<file path="config.mk">
export PLATFORM = sky130hd
export DESIGN_NAME = dual_alarm_matcher
export DESIGN_NICKNAME = d
export VERILOG_FILES = /design/src/rtl/dam_pkg.sv /design/src/rtl/alarm_bank.sv /design/src/rtl/alarm_compare.sv /design/src/rtl/alarm_flag.sv /design/src/rtl/dual_alarm_matcher.sv
export SDC_FILE = /design/constraint.sdc
export NUM_CORES = 1
export LEC_CHECK = 0
export ABC_AREA = 1
export CAP_MARGIN = 30
export CORE_MARGIN = 8
export CORE_UTILIZATION = 57
export DETAILED_ROUTE_END_ITERATION = 10
export PLACE_DENSITY_LB_ADDON = 0.25
export SLEW_MARGIN = 20
export SYNTH_ARGS = -nofsm -noshare
export SYNTH_HDL_FRONTEND = slang
export SYNTH_HIERARCHICAL = 1
export SYNTH_SLANG_ARGS = --single-unit
</file>
<file path="constraint.sdc">
create_clock -name clk_i -period 1.3 [get_ports clk_i]
set_clock_uncertainty 0.05 [all_clocks]
set_input_delay 0.26 -clock clk_i [delete_from_list [all_inputs] [get_ports clk_i]]
set_output_delay 0.26 -clock clk_i [all_outputs]
set_load 0.01 [all_outputs]
</file>
<file path="src/rtl/dam_pkg.sv">
package dam_pkg;
  localparam int unsigned NUM_ALARMS = 2;
  localparam int unsigned NUM_FIELDS = 6;
  localparam int unsigned BYTE_W     = 8;
  localparam int unsigned VAL_W      = BYTE_W - 1;
  localparam int unsigned IDX_W      = 3;

  typedef enum logic [IDX_W-1:0] {
    FLD_SEC   = 3'd0,
    FLD_MIN   = 3'd1,
    FLD_HOUR  = 3'd2,
    FLD_DATE  = 3'd3,
    FLD_MONTH = 3'd4,
    FLD_WDAY  = 3'd5
  } field_e;
endpackage

</file>
<file path="src/rtl/alarm_bank.sv">
module alarm_bank #(
  parameter int unsigned NF = 6,
  parameter int unsigned FW = 8,
  parameter int unsigned IW = 3
) (
  input  logic             clk_i,
  input  logic             rst_ni,
  input  logic             wr_en_i,
  input  logic [IW-1:0]    wr_field_i,
  input  logic [FW-1:0]    wr_data_i,
  output logic [NF*FW-1:0] regs_o
);
  localparam int unsigned TOT_W = NF * FW;

  logic [TOT_W-1:0] regs_q, regs_d;
  logic             fld_ok;

  // Indices at or above the field count select no field.
  assign fld_ok = (32'(wr_field_i) < NF);

  always_comb begin
    regs_d = regs_q;
    if (wr_en_i && fld_ok) begin
      regs_d[wr_field_i*FW +: FW] = wr_data_i;
    end
  end

  always_ff @(posedge clk_i or negedge rst_ni) begin
    if (!rst_ni) begin
      regs_q <= '0;
    end else if (wr_en_i) begin
      regs_q <= regs_d;
    end
  end

  assign regs_o = regs_q;

  // an out-of-range field index leaves every stored byte unchanged
  p_bad_index_r9: assert property (@(posedge clk_i) disable iff (!rst_ni)
    (wr_en_i && !fld_ok) |=> $stable(regs_o));

  // no strobe, no change
  p_idle_stable_r9: assert property (@(posedge clk_i) disable iff (!rst_ni)
    !wr_en_i |=> $stable(regs_o));
endmodule

</file>
<file path="src/rtl/alarm_compare.sv">
module alarm_compare #(
  parameter int unsigned NF = 6,
  parameter int unsigned FW = 8
) (
  input  logic             clk_i,
  input  logic             rst_ni,
  input  logic [NF*FW-1:0] regs_i,
  input  logic [NF*FW-1:0] now_i,
  output logic             match_o
);
  localparam int unsigned VW = FW - 1;

  logic [NF-1:0] en_vec;
  logic [NF-1:0] hit_vec;
  logic [NF-1:0] unused_mode_bits;

  for (genvar f = 0; f < NF; f++) begin : g_field
    logic [VW-1:0] alm_val, cur_val;
    assign alm_val             = regs_i[f*FW +: VW];
    assign cur_val             = now_i[f*FW +: VW];
    assign en_vec[f]           = regs_i[f*FW + VW];
    assign unused_mode_bits[f] = now_i[f*FW + VW];
    // A disabled field always counts as agreeing.
    assign hit_vec[f]          = !en_vec[f] || (alm_val == cur_val);
  end

  assign match_o = (|en_vec) && (&hit_vec);

  // no enabled field means no match
  p_no_enable_r4: assert property (@(posedge clk_i) disable iff (!rst_ni)
    (en_vec == '0) |-> !match_o);
endmodule

</file>
<file path="src/rtl/alarm_flag.sv">
module alarm_flag (
  input  logic clk_i,
  input  logic rst_ni,
  input  logic tick_i,
  input  logic match_i,
  input  logic clr_i,
  output logic flag_o
);
  logic flag_q, flag_d, set_now;

  assign set_now = tick_i && match_i;

  // Set dominates clear.
  always_comb begin
    flag_d = flag_q;
    if (clr_i)   flag_d = 1'b0;
    if (set_now) flag_d = 1'b1;
  end

  always_ff @(posedge clk_i or negedge rst_ni) begin
    if (!rst_ni) flag_q <= 1'b0;
    else         flag_q <= flag_d;
  end

  assign flag_o = flag_q;

  // a ticked match always leaves the flag set
  p_set_on_match_r2: assert property (@(posedge clk_i) disable iff (!rst_ni)
    (tick_i && match_i) |=> flag_o);

  // without a ticked match a clear flag stays clear
  p_no_spurious_r5: assert property (@(posedge clk_i) disable iff (!rst_ni)
    (!flag_o && !(tick_i && match_i)) |=> !flag_o);

  // sticky while no clear
  p_hold_r6: assert property (@(posedge clk_i) disable iff (!rst_ni)
    (flag_o && !clr_i) |=> flag_o);

  // clear without a match empties the flag
  p_clear_r6: assert property (@(posedge clk_i) disable iff (!rst_ni)
    (clr_i && !(tick_i && match_i)) |=> !flag_o);
endmodule

</file>
<file path="src/rtl/dual_alarm_matcher.sv">
module dual_alarm_matcher
  import dam_pkg::*;
(
  input  logic                         clk_i,
  input  logic                         rst_ni,
  input  logic                         wr_en_i,
  input  logic                         wr_sel_i,
  input  logic [IDX_W-1:0]             wr_field_i,
  input  logic [BYTE_W-1:0]            wr_data_i,
  input  logic [NUM_FIELDS*BYTE_W-1:0] time_i,
  input  logic                         tick_i,
  input  logic [NUM_ALARMS-1:0]        clr_i,
  output logic [NUM_ALARMS-1:0]        flag_o
);
  localparam int unsigned TOT_W = NUM_FIELDS * BYTE_W;

  logic [NUM_ALARMS-1:0] match_vec;
  logic [TOT_W-1:0]      regs_arr [NUM_ALARMS];

  for (genvar a = 0; a < NUM_ALARMS; a++) begin : g_alarm
    logic bank_wr;
    assign bank_wr = wr_en_i && (32'(wr_sel_i) == a);

    alarm_bank #(.NF(NUM_FIELDS), .FW(BYTE_W), .IW(IDX_W)) u_bank (
      .clk_i      (clk_i),
      .rst_ni     (rst_ni),
      .wr_en_i    (bank_wr),
      .wr_field_i (wr_field_i),
      .wr_data_i  (wr_data_i),
      .regs_o     (regs_arr[a])
    );

    alarm_compare #(.NF(NUM_FIELDS), .FW(BYTE_W)) u_cmp (
      .clk_i   (clk_i),
      .rst_ni  (rst_ni),
      .regs_i  (regs_arr[a]),
      .now_i   (time_i),
      .match_o (match_vec[a])
    );

    alarm_flag u_flag (
      .clk_i   (clk_i),
      .rst_ni  (rst_ni),
      .tick_i  (tick_i),
      .match_i (match_vec[a]),
      .clr_i   (clr_i[a]),
      .flag_o  (flag_o[a])
    );

    // a write aimed at the other alarm leaves this one untouched
    p_isolated_r8: assert property (@(posedge clk_i) disable iff (!rst_ni)
      (wr_en_i && (32'(wr_sel_i) != a)) |=> $stable(regs_arr[a]));
  end
endmodule

</file>
# Word level (Yosys, flattened, before mapping)

Cells that the tools add are included.

Bits in registers: 98
Word-level logic and storage cells: 67

Muxes and demuxes: 6
Shift operators: 2
Reductions and logical operators: 40
Magnitude comparators: 1
$add $sub $neg: 1
Bitwise logic cells: 1
Equal/unequal tests: 12

Operators with widths:

| operator                                                                 | count |
|---|---|
| 48-bit bitwise mux                                                       | 2 |
| 7-bit equality test                                                      | 12 |
| 8-bit by 34-bit variable shift with 48-bit output (first input constant) | 1 |
| 8-bit by 34-bit variable part select with 48-bit output                  | 1 |
| 6-bit negation with 34-bit output                                        | 1 |
| 1-bit logical NOT                                                        | 12 |
| 1-bit logical OR                                                         | 12 |
| 6-bit AND reduction                                                      | 2 |
| 6-bit OR reduction                                                       | 2 |
| 1-bit logical AND                                                        | 8 |
| 1-bit 2-to-1 mux                                                         | 4 |
| 2-bit AND reduction                                                      | 2 |
| 2-bit nonzero test                                                       | 2 |
| 3-bit < comparator (second input constant)                               | 1 |
| 1-bit NOT                                                                | 1 |

# Longest topological paths before layout

Depth in word-level cells: 6
Mapped depth: 13

# By module

The synthesis kept the hierarchy.

Modules (own cells, without submodules):

| module                          | area an instance (sq um) | cells an instance | instances | sequential area each (sq um) |
|---|---|---|---|---|
| alarm_bank at g_alarm[0].u_bank | 2,306.0                  | 291               | 1         | 1,201.2 |
| alarm_bank at g_alarm[1].u_bank | 2,306.0                  | 289               | 1         | 1,201.2 |
| alarm_compare                   | 732.0                    | 159               | 2         | 0.0 |
| alarm_flag                      | 40.0                     | 5                 | 2         | 25.0 |
| dual_alarm_matcher              | 17.5                     | 4                 | 1         | 0.0 |

# Least setup slack after synthesis

OpenSTA, ideal clock, no wires.

Path kind: in2reg
Start point: in wr_field_i[0]
End point: reg g_alarm[0].u_bank.regs_q[0]
Path buffers: 1
Library setup time: 0.117 ns
Cell stages on the path: 8
Data arrival time: 1.639 ns
Required time: 1.133 ns
Slack: -0.507 ns
Path through: buf_4 -> inv_2 -> ha_1 -> ha_1 -> nor3_4 -> nand2_2 -> nand2_1 -> nand2_1

Longest elaborated chain between the ends: 3

RTL lines:

| item                                                                                  | line                               | RTL |
|---|---|---|
| from (decl)                                                                           | dual_alarm_matcher.sv:8            | `input logic [IDX_W-1:0] wr_field_i,` |
| 6-bit negation with 34-bit output / 3-bit < comparator (equally long branches)        | alarm_bank.sv:24, alarm_bank.sv:19 |  |
| 8-bit by 34-bit variable part select with 48-bit output, or another cell as far along | alarm_bank.sv:24                   | `regs_d[wr_field_i*FW +: FW] = wr_data_i;` |
| 48-bit bitwise mux / 2-bit AND reduction (equally long branches)                      | n/a                                |  |
| to (signal assigned)                                                                  | alarm_bank.sv:32                   | `regs_q <= regs_d;` |
| to (decl)                                                                             | alarm_bank.sv:15                   | `logic [TOT_W-1:0] regs_q, regs_d;` |

Several ways; a longest one is shown, not always the timed one.
A chain may end at the register's enable or synchronous reset.

# Worst setup path in the final report

Start point: in time_i[29]
End point: reg g_alarm[0].u_flag.flag_q

Longest elaborated chain between the ends: 6

RTL lines:

| item                                                          | line                     | RTL |
|---|---|---|
| from (decl)                                                   | dual_alarm_matcher.sv:10 | `input logic [NUM_FIELDS*BYTE_W-1:0] time_i,` |
| 7-bit equality test (*)                                       | alarm_compare.sv:24      | `assign hit_vec[f] = !en_vec[f] \|\| (alm_val == cur_val);` |
| 1-bit logical OR (*)                                          | alarm_compare.sv:24      |  |
| 6-bit AND reduction (*)                                       | alarm_compare.sv:27      | `assign match_o = (\|en_vec) && (&hit_vec);` |
| 1-bit logical AND (*)                                         | alarm_compare.sv:27      |  |
| named net match_vec[0]                                        | dual_alarm_matcher.sv:17 | `logic [NUM_ALARMS-1:0] match_vec;` |
| 1-bit logical AND (*)                                         | alarm_flag.sv:11         | `assign set_now = tick_i && match_i;` |
| 1-bit 2-to-1 mux / 2-bit nonzero test (equally long branches) | n/a                      |  |
| to (signal assigned)                                          | alarm_flag.sv:22         | `else flag_q <= flag_d;` |
| to (decl)                                                     | alarm_flag.sv:9          | `logic flag_q, flag_d, set_now;` |

The timed path passes the listed nets; every way through them passes the cells marked *.

==> flow_summary.yaml <==
logic_synthesis:
  syn_area_sq_um: 6173
  synthesis.nets: 990
  ys_ff_latch: 98
  synth_cells: 912
  yosysSeqAreaShare_pct: 39.72
  yosysWarnings: 6
  synth_cell_type_count: 26
  syn_avg_cell_area_sq_um: 6.769
worst_setup_path:
  cp.arrival_ps: 1800
  rrSetupSlack_ps: -220
  critPathCaptureType: "flip-flop"
  cp-start-kind: "input pin"
  crit_type: "input pin to flip-flop"
  ff2ff_path_depth: 7
  r2r_end: "g_alarm[0].u_flag/flag_o$_DFFE_PN0P_"
  worstPathRequired_ps: 1570
  cp_max_fo: 2
  rr_startpoint: "g_alarm[0].u_bank/regs_o[29]$_DFFE_PN0P_"
route:
  drt-total-wl_microns: 19160
  post_drt_wl_per_cell_microns: 15.44
  via_per_inst: 5.264
  ant_nets: 0
  vias: 6533
  drtIter0Drc: 536
  dr.pass1.iters: 7
  drc_errors: 0
pwr:
  ir_worst_vdd_mv: 0.7224
  pwr_density_cell_nw_per_um2: 856.6
  p_leak_nw: 4.516
timing:
  fmax_ghz: 0.6545
  finalSetupViolCount: 26
  min_period_ps: 1528
  relSlewSlack_pct: 75.13
  slew_viol_final: 0
  fin_ws_ps: -227.9
  hold_violations: 0
  rsz0062_at_grt: "yes"
  finalCritPeriodShare_pct: 117.5
  worst_slew_pin_slew_ps: 372.2
floorplanning:
  die_area_sq_um: 14420
  pin_count: 68
  core_sq_um: 10700
  die_h_microns: 120.1
  start_util_pct: 57.71
  rows: 38
  die_w_microns: 120.1
global_route:
  grt_pass1_wl_microns: 30420
  grt_overflow: 0
  track_usage_pct: 26.22
  grt_pass1_vias: 6480
  grt_max_degree: 44
  antenna_found_initial: 0
final_layout:
  multi_input_area_sq_um: 3816
  postLayoutCellArea_sq_um: 8755
  fin_nets: 1174
  ff_latch_area_sq_um: 2452
  n_antenna_cell: 0
  filler_cell_count: 652
  final_core_util_pct: 81.84
  syn2layout_area_growth_pct: 41.81
  layout-drive-gt1-share_pct: 25.34
clock_tree:
  htreeDepth: 3
  clock_sinks: 98
  path_clk_slew_ps: 100
  cts_made_buffers: 9
  tritoncts: "done"
  clk_latency_ps: 370
  root_buffer: "clkbuf_8"
  clk_path_buf_depth: 2
placed_design:
  dp_slack_ps: -958.4
  place_area_sq_um: 8023
  dp_hpwl_microns: 13390
  globalplace.congestion: 0.9736
  numPortBuffers: 61
run_status:
  status: "finished with violations"
  violations: "negative setup slack"
min_path:
  hp-class: "input pin to asynchronous set/reset pin"
job:
  drv_cap: 0
-- logic make-up (layout without fill, tap and decap cells) --
kind of cell / Yosys count / after routing / synth area share (%)
flops: 98 / 98 / 39.72
xor+xnor: 50 / 50 / 7.094
fa+ha+maj: 12 / 12 / 2.432
buf+inv: 108 / 297 / 7.580
simple gates: 630 / 630 / 41.73
compound gates: 14 / 14 / 1.439
-- repair_timing --
action	4_1_cts	5_1_grt
buffers inserted	10	2
pin swaps	32	13
hold buffers	1	0
gates resized for setup	88	40
setup endpoints to repair	100	72
cloned	1	0
hold endpoints to repair	59	0
-- critical path, stage by stage --
cell and delay (ps):
clkdlybuf4s50_1 480, xnor2_1 270, nand3_1 150, o21ai_2 250, nand3_2 120, nor2_4 150, nand2_1 60, nand2_1 60
-- power breakdown --
| group | leakage, nW | internal, mW | switching [mW] |
|---|---|---|---|
| sequential | 1.35 | 3.26 | 0.174 |
| combinational | 3.09 | 1.03 | 1.20 |
| clock | 0.0783 | 0.705 | 1.13 |
| total | 4.52 | 4.99 | 2.51 |
-- area by class of cell --
| type | count | area share (%) |
|---|---|---|
| Multi-Input combinational cell | 706 | 43.59 |
| Sequential cell | 98 | 28.01 |
| Timing Repair Buffer | 183 | 19.87 |
| Inverter | 98 | 4.516 |
| Tap cell | 140 | 2.001 |
| Clock buffer | 9 | 1.415 |
| Clock inverter | 7 | 0.6003 |
-- state kept, by name, indices dropped and copies added, names as in the netlist --
name,flops
g_alarm.u_bank/regs_o,96
g_alarm.u_flag/flag_o,2
-- stage by stage --
step	instances	hold slack (ps)	setup TNS [ps]	total power [mW]
detailed placement	1212	96.85	-80040	5.387
CTS	1240	225.3	-1536	7.374
floorplan	912	-85.59	-17740	4.468
global placement	1212	97.84	-77750	5.331
global route	1241	242.1	-1833	7.857
finish	1241	237.6	-1100	7.499
-- cell usage after synthesis --
master    instances  area [sq um]
nand2_1         404          1516
nor2_1          103         386.6
dfrtp_1          98          2452
nand3_1          91         455.4
inv_1            88         330.3
xnor2_1          34         297.8
xor2_1           16         140.1
nand2_2          15         93.84
ha_1             12         150.1
nor2_2           11         68.82
o21ai_1           7         35.03
buf_6             6         67.56
inv_2             6         22.52
inv_4             3         18.77
o21ai_0           3         15.01
a21oi_2           2         17.52
buf_2             2         10.01
buf_4             2         15.01
nor3_1            2         10.01
a21oi_1           1         5.000
a21oi_4           1         16.27
clkinv_1          1         3.750
nand3_2           1         10.01
nand3b_1          1         7.510
nor2_4            1         11.26
nor3_4            1         16.27
-- how the worst max path moves through the flow --
stage	from	end	slack [ps]	cells after the start
after floorplan	wr_field_i[0]	g_alarm[1].u_bank/regs_o[24]$_DFFE_PN0P_	-250	9
after global placement	wr_field_i[0]	g_alarm[1].u_bank/regs_o[23]$_DFFE_PN0P_	-950	9
after detailed placement	wr_field_i[0]	g_alarm[1].u_bank/regs_o[23]$_DFFE_PN0P_	-960	9
after CTS	g_alarm[0].u_bank/regs_o[21]$_DFFE_PN0P_	g_alarm[0].u_flag/flag_o$_DFFE_PN0P_	-200	13
after global routing	g_alarm[0].u_bank/regs_o[29]$_DFFE_PN0P_	g_alarm[0].u_flag/flag_o$_DFFE_PN0P_	-310	7
final	time_i[29]	g_alarm[0].u_flag/flag_o$_DFFE_PN0P_	-230	8
-- per-layer routing --
| layer | global-route usage, % | wire, microns | vias to the layer above |
|---|---|---|---|
| met1 | 30.72 | 7507 | 3025 |
| met3 | 4.838 | 1140 | 79 |
| li1 | - | - | 3141 |
| met4 | 16.24 | 1073 | 0 |
| met2 | 43.87 | 9440 | 288 |
| met5 | 0 | 0 | - |
-- cell usage in the layout, fill, tap and decap left out, types with 3 or more instances in the layout --
| cell type | n |
|---|---|
| ha_4 | 4 |
| inv_2 | 7 |
| nand2_2 | 24 |
| ha_1 | 8 |
| xor2_1 | 16 |
| clkdlybuf4s50_1 | 53 |
| o21ai_1 | 8 |
| inv_1 | 85 |
| nand3_2 | 40 |
| buf_4 | 99 |
| nor2_1 | 85 |
| nand3_4 | 6 |
| dfrtp_1 | 98 |
| nor2_4 | 10 |
| buf_12 | 13 |
| buf_8 | 3 |
| buf_6 | 8 |
| clkinvlp_4 | 4 |
| inv_6 | 4 |
| nand2_1 | 381 |
| xnor2_1 | 34 |
| nand2_4 | 12 |
| nor2_2 | 20 |
| clkbuf_8 | 9 |
| nand3_1 | 46 |
Note: power is estimated with default switching activity, not from simulation.
